$ cat src/rtl/bpp_pkg.sv
package bpp_pkg;
  localparam int unsigned DW  = 8;
  localparam int unsigned RSW = 3;

  typedef logic [RSW-1:0] rsel_t;

  localparam rsel_t RS_DATA = 3'd0;
  localparam rsel_t RS_DIR  = 3'd1;
  localparam rsel_t RS_CTRL = 3'd2;

  localparam int unsigned CTRL_FLAG_BIT = 0;
  localparam int unsigned CTRL_IE_BIT   = 1;
endpackage

$ cat src/rtl/bpp_handshake.sv
module bpp_handshake (
  input  logic clk,
  input  logic rst_n,
  input  logic sel,
  input  logic req,
  output logic ack,
  output logic access
);
  logic ack_d;

  always_comb begin
    ack_d  = sel & req;
    access = sel & req & ~ack;
  end

  always_ff @(posedge clk or negedge rst_n) begin
    if (!rst_n) ack <= 1'b0;
    else        ack <= ack_d;
  end
endmodule

$ cat src/rtl/bpp_capture.sv
module bpp_capture #(
  parameter int unsigned W = 8
) (
  input  logic         clk,
  input  logic         rst_n,
  input  logic         strobe,
  input  logic [W-1:0] pins,
  input  logic         clr,
  output logic [W-1:0] din,
  output logic         flag
);
  logic         strobe_q;
  logic         cap_edge;
  logic [W-1:0] din_d;
  logic         flag_d;
  logic         din_en;

  always_comb begin
    cap_edge = strobe & ~strobe_q;
    din_en   = cap_edge | ~flag;
    din_d    = pins;
    if (cap_edge)  flag_d = 1'b1;
    else if (clr)  flag_d = 1'b0;
    else           flag_d = flag;
  end

  always_ff @(posedge clk or negedge rst_n) begin
    if (!rst_n) begin
      strobe_q <= 1'b0;
      flag     <= 1'b0;
      din      <= '0;
    end else begin
      strobe_q <= strobe;
      flag     <= flag_d;
      if (din_en) din <= din_d;
    end
  end
endmodule

$ cat src/rtl/bpp_regs.sv
module bpp_regs
  import bpp_pkg::*;
#(
  parameter int unsigned W = 8
) (
  input  logic         clk,
  input  logic         rst_n,
  input  logic         access,
  input  logic         write,
  input  rsel_t        rs,
  input  logic [W-1:0] wdata,
  input  logic [W-1:0] din,
  input  logic         flag,
  output logic [W-1:0] dout,
  output logic [W-1:0] dir,
  output logic         ie,
  output logic [W-1:0] rdata,
  output logic         ostrobe,
  output logic         rd_data
);
  logic [W-1:0] mix;
  logic [W-1:0] ctrl_view;
  logic [W-1:0] rdata_d;
  logic         wr_data, wr_dir, wr_ctrl, rd_any;

  for (genvar i = 0; i < W; i++) begin : g_mix
    assign mix[i] = dir[i] ? dout[i] : din[i];
  end

  always_comb begin
    ctrl_view                = '0;
    ctrl_view[CTRL_FLAG_BIT] = flag;
    ctrl_view[CTRL_IE_BIT]   = ie;
    wr_data = access & write & (rs == RS_DATA);
    wr_dir  = access & write & (rs == RS_DIR);
    wr_ctrl = access & write & (rs == RS_CTRL);
    rd_any  = access & ~write;
    rd_data = rd_any & (rs == RS_DATA);
    rdata_d = '0;
    if (rd_any) begin
      unique case (rs)
        RS_DATA: rdata_d = mix;
        RS_DIR:  rdata_d = dir;
        RS_CTRL: rdata_d = ctrl_view;
        default: rdata_d = '0;
      endcase
    end
  end

  always_ff @(posedge clk or negedge rst_n) begin
    if (!rst_n) begin
      dout    <= '0;
      dir     <= '0;
      ie      <= 1'b0;
      rdata   <= '0;
      ostrobe <= 1'b0;
    end else begin
      if (wr_data) dout  <= wdata;
      if (wr_dir)  dir   <= wdata;
      if (wr_ctrl) ie    <= wdata[CTRL_IE_BIT];
      if (access)  rdata <= rdata_d;
      ostrobe <= wr_data;
    end
  end
endmodule

$ cat src/rtl/bidir_port.sv
module bidir_port
  import bpp_pkg::*;
(
  input  logic          clk,
  input  logic          rst_n,
  input  logic          dev_sel,
  input  logic [2:0]    reg_sel,
  input  logic          bus_write,
  input  logic [DW-1:0] bus_wdata,
  output logic [DW-1:0] bus_rdata,
  input  logic          bus_req,
  output logic          bus_ack,
  output logic          irq,
  input  logic [DW-1:0] pin_in,
  output logic [DW-1:0] pin_out,
  output logic [DW-1:0] pin_oe,
  input  logic          cap_strobe,
  output logic          out_strobe
);
  logic [1:0]    rst_pipe;
  logic          rst_core_n;
  logic          access;
  logic          rd_data;
  logic [DW-1:0] din;
  logic          flag;
  logic          ie;

  always_ff @(posedge clk or negedge rst_n) begin
    if (!rst_n) rst_pipe <= 2'b00;
    else        rst_pipe <= {rst_pipe[0], 1'b1};
  end
  assign rst_core_n = rst_pipe[1];

  bpp_handshake u_hs (
    .clk    (clk),
    .rst_n  (rst_core_n),
    .sel    (dev_sel),
    .req    (bus_req),
    .ack    (bus_ack),
    .access (access)
  );

  bpp_capture #(.W(DW)) u_cap (
    .clk    (clk),
    .rst_n  (rst_core_n),
    .strobe (cap_strobe),
    .pins   (pin_in),
    .clr    (rd_data),
    .din    (din),
    .flag   (flag)
  );

  bpp_regs #(.W(DW)) u_regs (
    .clk     (clk),
    .rst_n   (rst_core_n),
    .access  (access),
    .write   (bus_write),
    .rs      (reg_sel),
    .wdata   (bus_wdata),
    .din     (din),
    .flag    (flag),
    .dout    (pin_out),
    .dir     (pin_oe),
    .ie      (ie),
    .rdata   (bus_rdata),
    .ostrobe (out_strobe),
    .rd_data (rd_data)
  );

  assign irq = flag & ie;
endmodule

$ cat config.mk
export PLATFORM = sky130hd
export DESIGN_NAME = bidir_port
export DESIGN_NICKNAME = d
export VERILOG_FILES = /design/src/rtl/bpp_pkg.sv /design/src/rtl/bpp_handshake.sv /design/src/rtl/bpp_capture.sv /design/src/rtl/bpp_regs.sv /design/src/rtl/bidir_port.sv
export SDC_FILE = /design/constraint.sdc
export NUM_CORES = 1
export LEC_CHECK = 0
export BUFFER_PORTS_ARGS = -buffer_cell sky130_fd_sc_hd__buf_2
export CAP_MARGIN = 10
export CELL_PAD_IN_SITES_DETAIL_PLACEMENT = 2
export CELL_PAD_IN_SITES_GLOBAL_PLACEMENT = 2
export CORE_MARGIN = 2
export CORE_UTILIZATION = 35
export DETAILED_ROUTE_END_ITERATION = 7
export PLACE_DENSITY = 0.83
export SYNTH_ARGS = -nofsm -noshare
export SYNTH_HDL_FRONTEND = slang
export SYNTH_SLANG_ARGS = --single-unit
$ cat constraint.sdc
create_clock -name clk -period 2.7 [get_ports clk]
set_clock_uncertainty 0.05 [all_clocks]
set_input_delay 0.54 -clock clk [delete_from_list [all_inputs] [get_ports clk]]
set_output_delay 0.54 -clock clk [all_outputs]
set_load 0.005 [all_outputs]
==> results.cfg <==
[outcome]
status = completed

[yosys]
yosysMostFrequentCell = dfrtp_1
ys_types = 24
ys.warnings.count = 0
synth_area_leaders = dfrtp_1 (58%), mux2_2 (11%), mux2_4 (7.2%), a22o_1 (4.2%), o21ai_0 (4.2%)
ys.flop_type = dfrtp_1
syn_area_um2 = 1670
synth_largest_area_cell = dfrtp_1
synth_common_cells = dfrtp_1 (39), mux2_2 (17), o21ai_0 (14)
ys_seq_elements = 39
synth.yosys.seq_area_share_pct = 58.5
synth-edff-count = 0
async_flop_share_pct = 100
netlist_instances = 120
synthesis.nets = 145
synthDominantCellAreaShare_pct = 58.5
avgSynthCellArea_um2 = 13.9

[placed_design]
port-buffer-count = 51
dp_cells = 220
place_ws_ns = 0.458
finalWeightedCongestion = 0.798
hpwlAfterDp_um = 3180

[global_route]
grt_pass1_wl_um = 7210
overflow = 0
grt_pass1_vias = 1346
antenna_found_initial = 0
track_usage_pct = 18.2
grt_max_degree = 38

[critical_path]
worstPathCellList = nand3b_4 -> or4b_1 -> mux2_4
endpoint_kind = flip-flop
critPathBufInv = 0
path_max_fanout = 14
r2r_end = u_regs.dout[1]
crit_path_max_incr_delay_ns = 0.81
required_ns = 2.82
arrival_ns = 2.15
start_kind = flip-flop
crit_family = simple AND/OR/NAND/NOR gates
rrSetupSlack_ns = 0.67
reg2regPathDepth = 3
cp_slowest_cell = or4b_1
worstReg2RegStart = u_hs.ack
critical_path_class = flip-flop to flip-flop

[cells_and_area]
post-route-util_pct = 44.8
multi_input_area_um2 = 652
syn_to_final_growth_pct = 25.2
antennaDiodeCount = 0
nets = 199
ff_latch_area_um2 = 976
final_cells = 229
n_fill_cell = 492
drive_gt1_share_pct = 50.9

[pwr]
netSwitchingPower_mw = 0.366
cellLeakagePower_nw = 1.07
p_seq_share_pct = 49.2
p_clk_share_pct = 34.4
max-vdd-ir-drop_uv = 278
intPower_mw = 1.10
power_density_nw_per_um2 = 700
p_comb_share_pct = 16.4
switching_share_pct = 25.0

[sta]
fmax_ghz = 0.492
holdWs_ns = 0.243
slew_headroom_pct = 62.2
finalWorstSetupSlack_ns = 0.667
rsz0062_at_grt = false
tightest_slew_ns = 0.568
slew_violations = 0
finalHoldViolations = 0
period_share_pct = 75.3
setup-violations-final = 0
tns_ns = 0
fin_crit_ns = 2.03

[routing]
drt-pass1-iter-count = 4
num_vias = 1197
drt_iter0_drc = 43
routedWlPerCell_um = 19.6
wl_um = 4500
via_per_inst = 5.23
drc_errors = 0
ant_nets = 0

[floorplan]
die_area_um2 = 5340
die_h_um = 73.1
row_count = 25
die_x_um = 73.1
coreArea_um2 = 4660
ios = 52
start_util_pct = 35.8

[job]
drv_cap = 0

[clock_tree]
clock-root-buffer = clkbuf_8
clock_latency_ns = 0.29
clk_pin_slew_ns = 0.08
cts_setup_buffers = 0
htreeDepth = 2
clock-sinks = 39
post_cts_resized = 0
cts_tree = built
cts_made_buffers = 5
cts_max_path_buffers = 2
hold_buffers = 1

[worst_hold_path]
hp-class = flip-flop to async pin
## worst max path at each step
stage,start,endpoint,slack (ns),depth (start not counted)
floorplan,reg_sel[1],u_regs.dout[0],0.90,4
global placement,bus_req,u_regs.dout[3],0.53,4
detailed placement,bus_req,u_regs.dout[1],0.46,4
global route,u_hs.ack,u_regs.dout[1],0.59,3
CTS,u_hs.ack,u_regs.dout[1],0.65,3
finish,u_hs.ack,u_regs.dout[1],0.67,3
## layout make-up
class / instances / area share (%)
sequential: 39 / 46.7
multi-input combinational: 74 / 31.2
timing repair buffer: 53 / 13.1
clock buffer: 6 / 3.95
tap: 54 / 3.23
clock inverter: 2 / 1.68
inverter: 1 / 0.180
## flip-flops by register name (all words and copies together), names as in the netlist
register and flops:
u_hs.ack 1, rst_pipe 2, u_regs.ostrobe 1, u_cap.din 8
u_cap.flag 1, u_cap.strobe_q 1, u_regs.ie 1, u_regs.dout 8
u_regs.dir 8, u_regs.rdata 8
## logic make-up after synthesis
| group | after synthesis | share of synthesized area (%) |
|---|---|---|
| AOI/OAI and AO/OA | 25 | 9.75 |
| DFF | 39 | 58.5 |
| muxes | 25 | 18.7 |
| buffers and inverters | 7 | 2.47 |
| other | 1 | 0.225 |
| and+or+nand+nor | 23 | 10.4 |
## routing by layer
| layer | GRT usage, % | part of all wire (%) | vias up |
|---|---|---|---|
| met5 | 0 | 0 | - |
| li1 | - | - | 541 |
| met4 | 4.94 | 1.1 | 0 |
| met2 | 33.1 | 56 | 28 |
| met3 | 3.31 | 2.8 | 4 |
| met1 | 21.9 | 40 | 624 |
## worst register-to-register path: stages (launching register included)
cell	delay, ns
dfrtp_1	0.39
nand3b_4	0.26
or4b_1	0.81
mux2_4	0.42
## per-stage QoR
| step | power [mW] | area, um2 |
|---|---|---|
| 2_1_floorplan | 0.851 | 1670 |
| 3_3_place_gp | 0.948 | 1960 |
| 3_5_place_dp | 0.973 | 1960 |
| 4_1_cts | 1.48 | 2090 |
| 5_1_grt | 1.54 | 2090 |
| 6_report | 1.46 | 2090 |
## power by group through the flow
stage	logic (mW)	clock network [mW]	registers (mW)
final	0.239	0.504	0.720
after global routing	0.266	0.540	0.732
after CTS	0.246	0.517	0.721
after detailed placement	0.243	0	0.731
after global placement	0.225	0	0.723
after floorplan	0.125	0	0.726
## layout by cell type, fill, tap and decap left out, drive strengths merged
master / count
nand4bb: 1
dlygate4sd3: 1
or3: 1
conb: 1
dfrtp: 39
bufinv: 1
or4b: 3
nand3b: 3
clkinv: 1
nand2b: 7
nor4bb: 1
nand2: 2
and2: 2
a22o: 8
mux2: 25
o211ai: 2
o31ai: 1
o21ai: 14
clkbuf: 6
nor2b: 1
inv: 1
nor2: 1
nor3: 1
buf: 52
(Power assumes the default switching activity.)
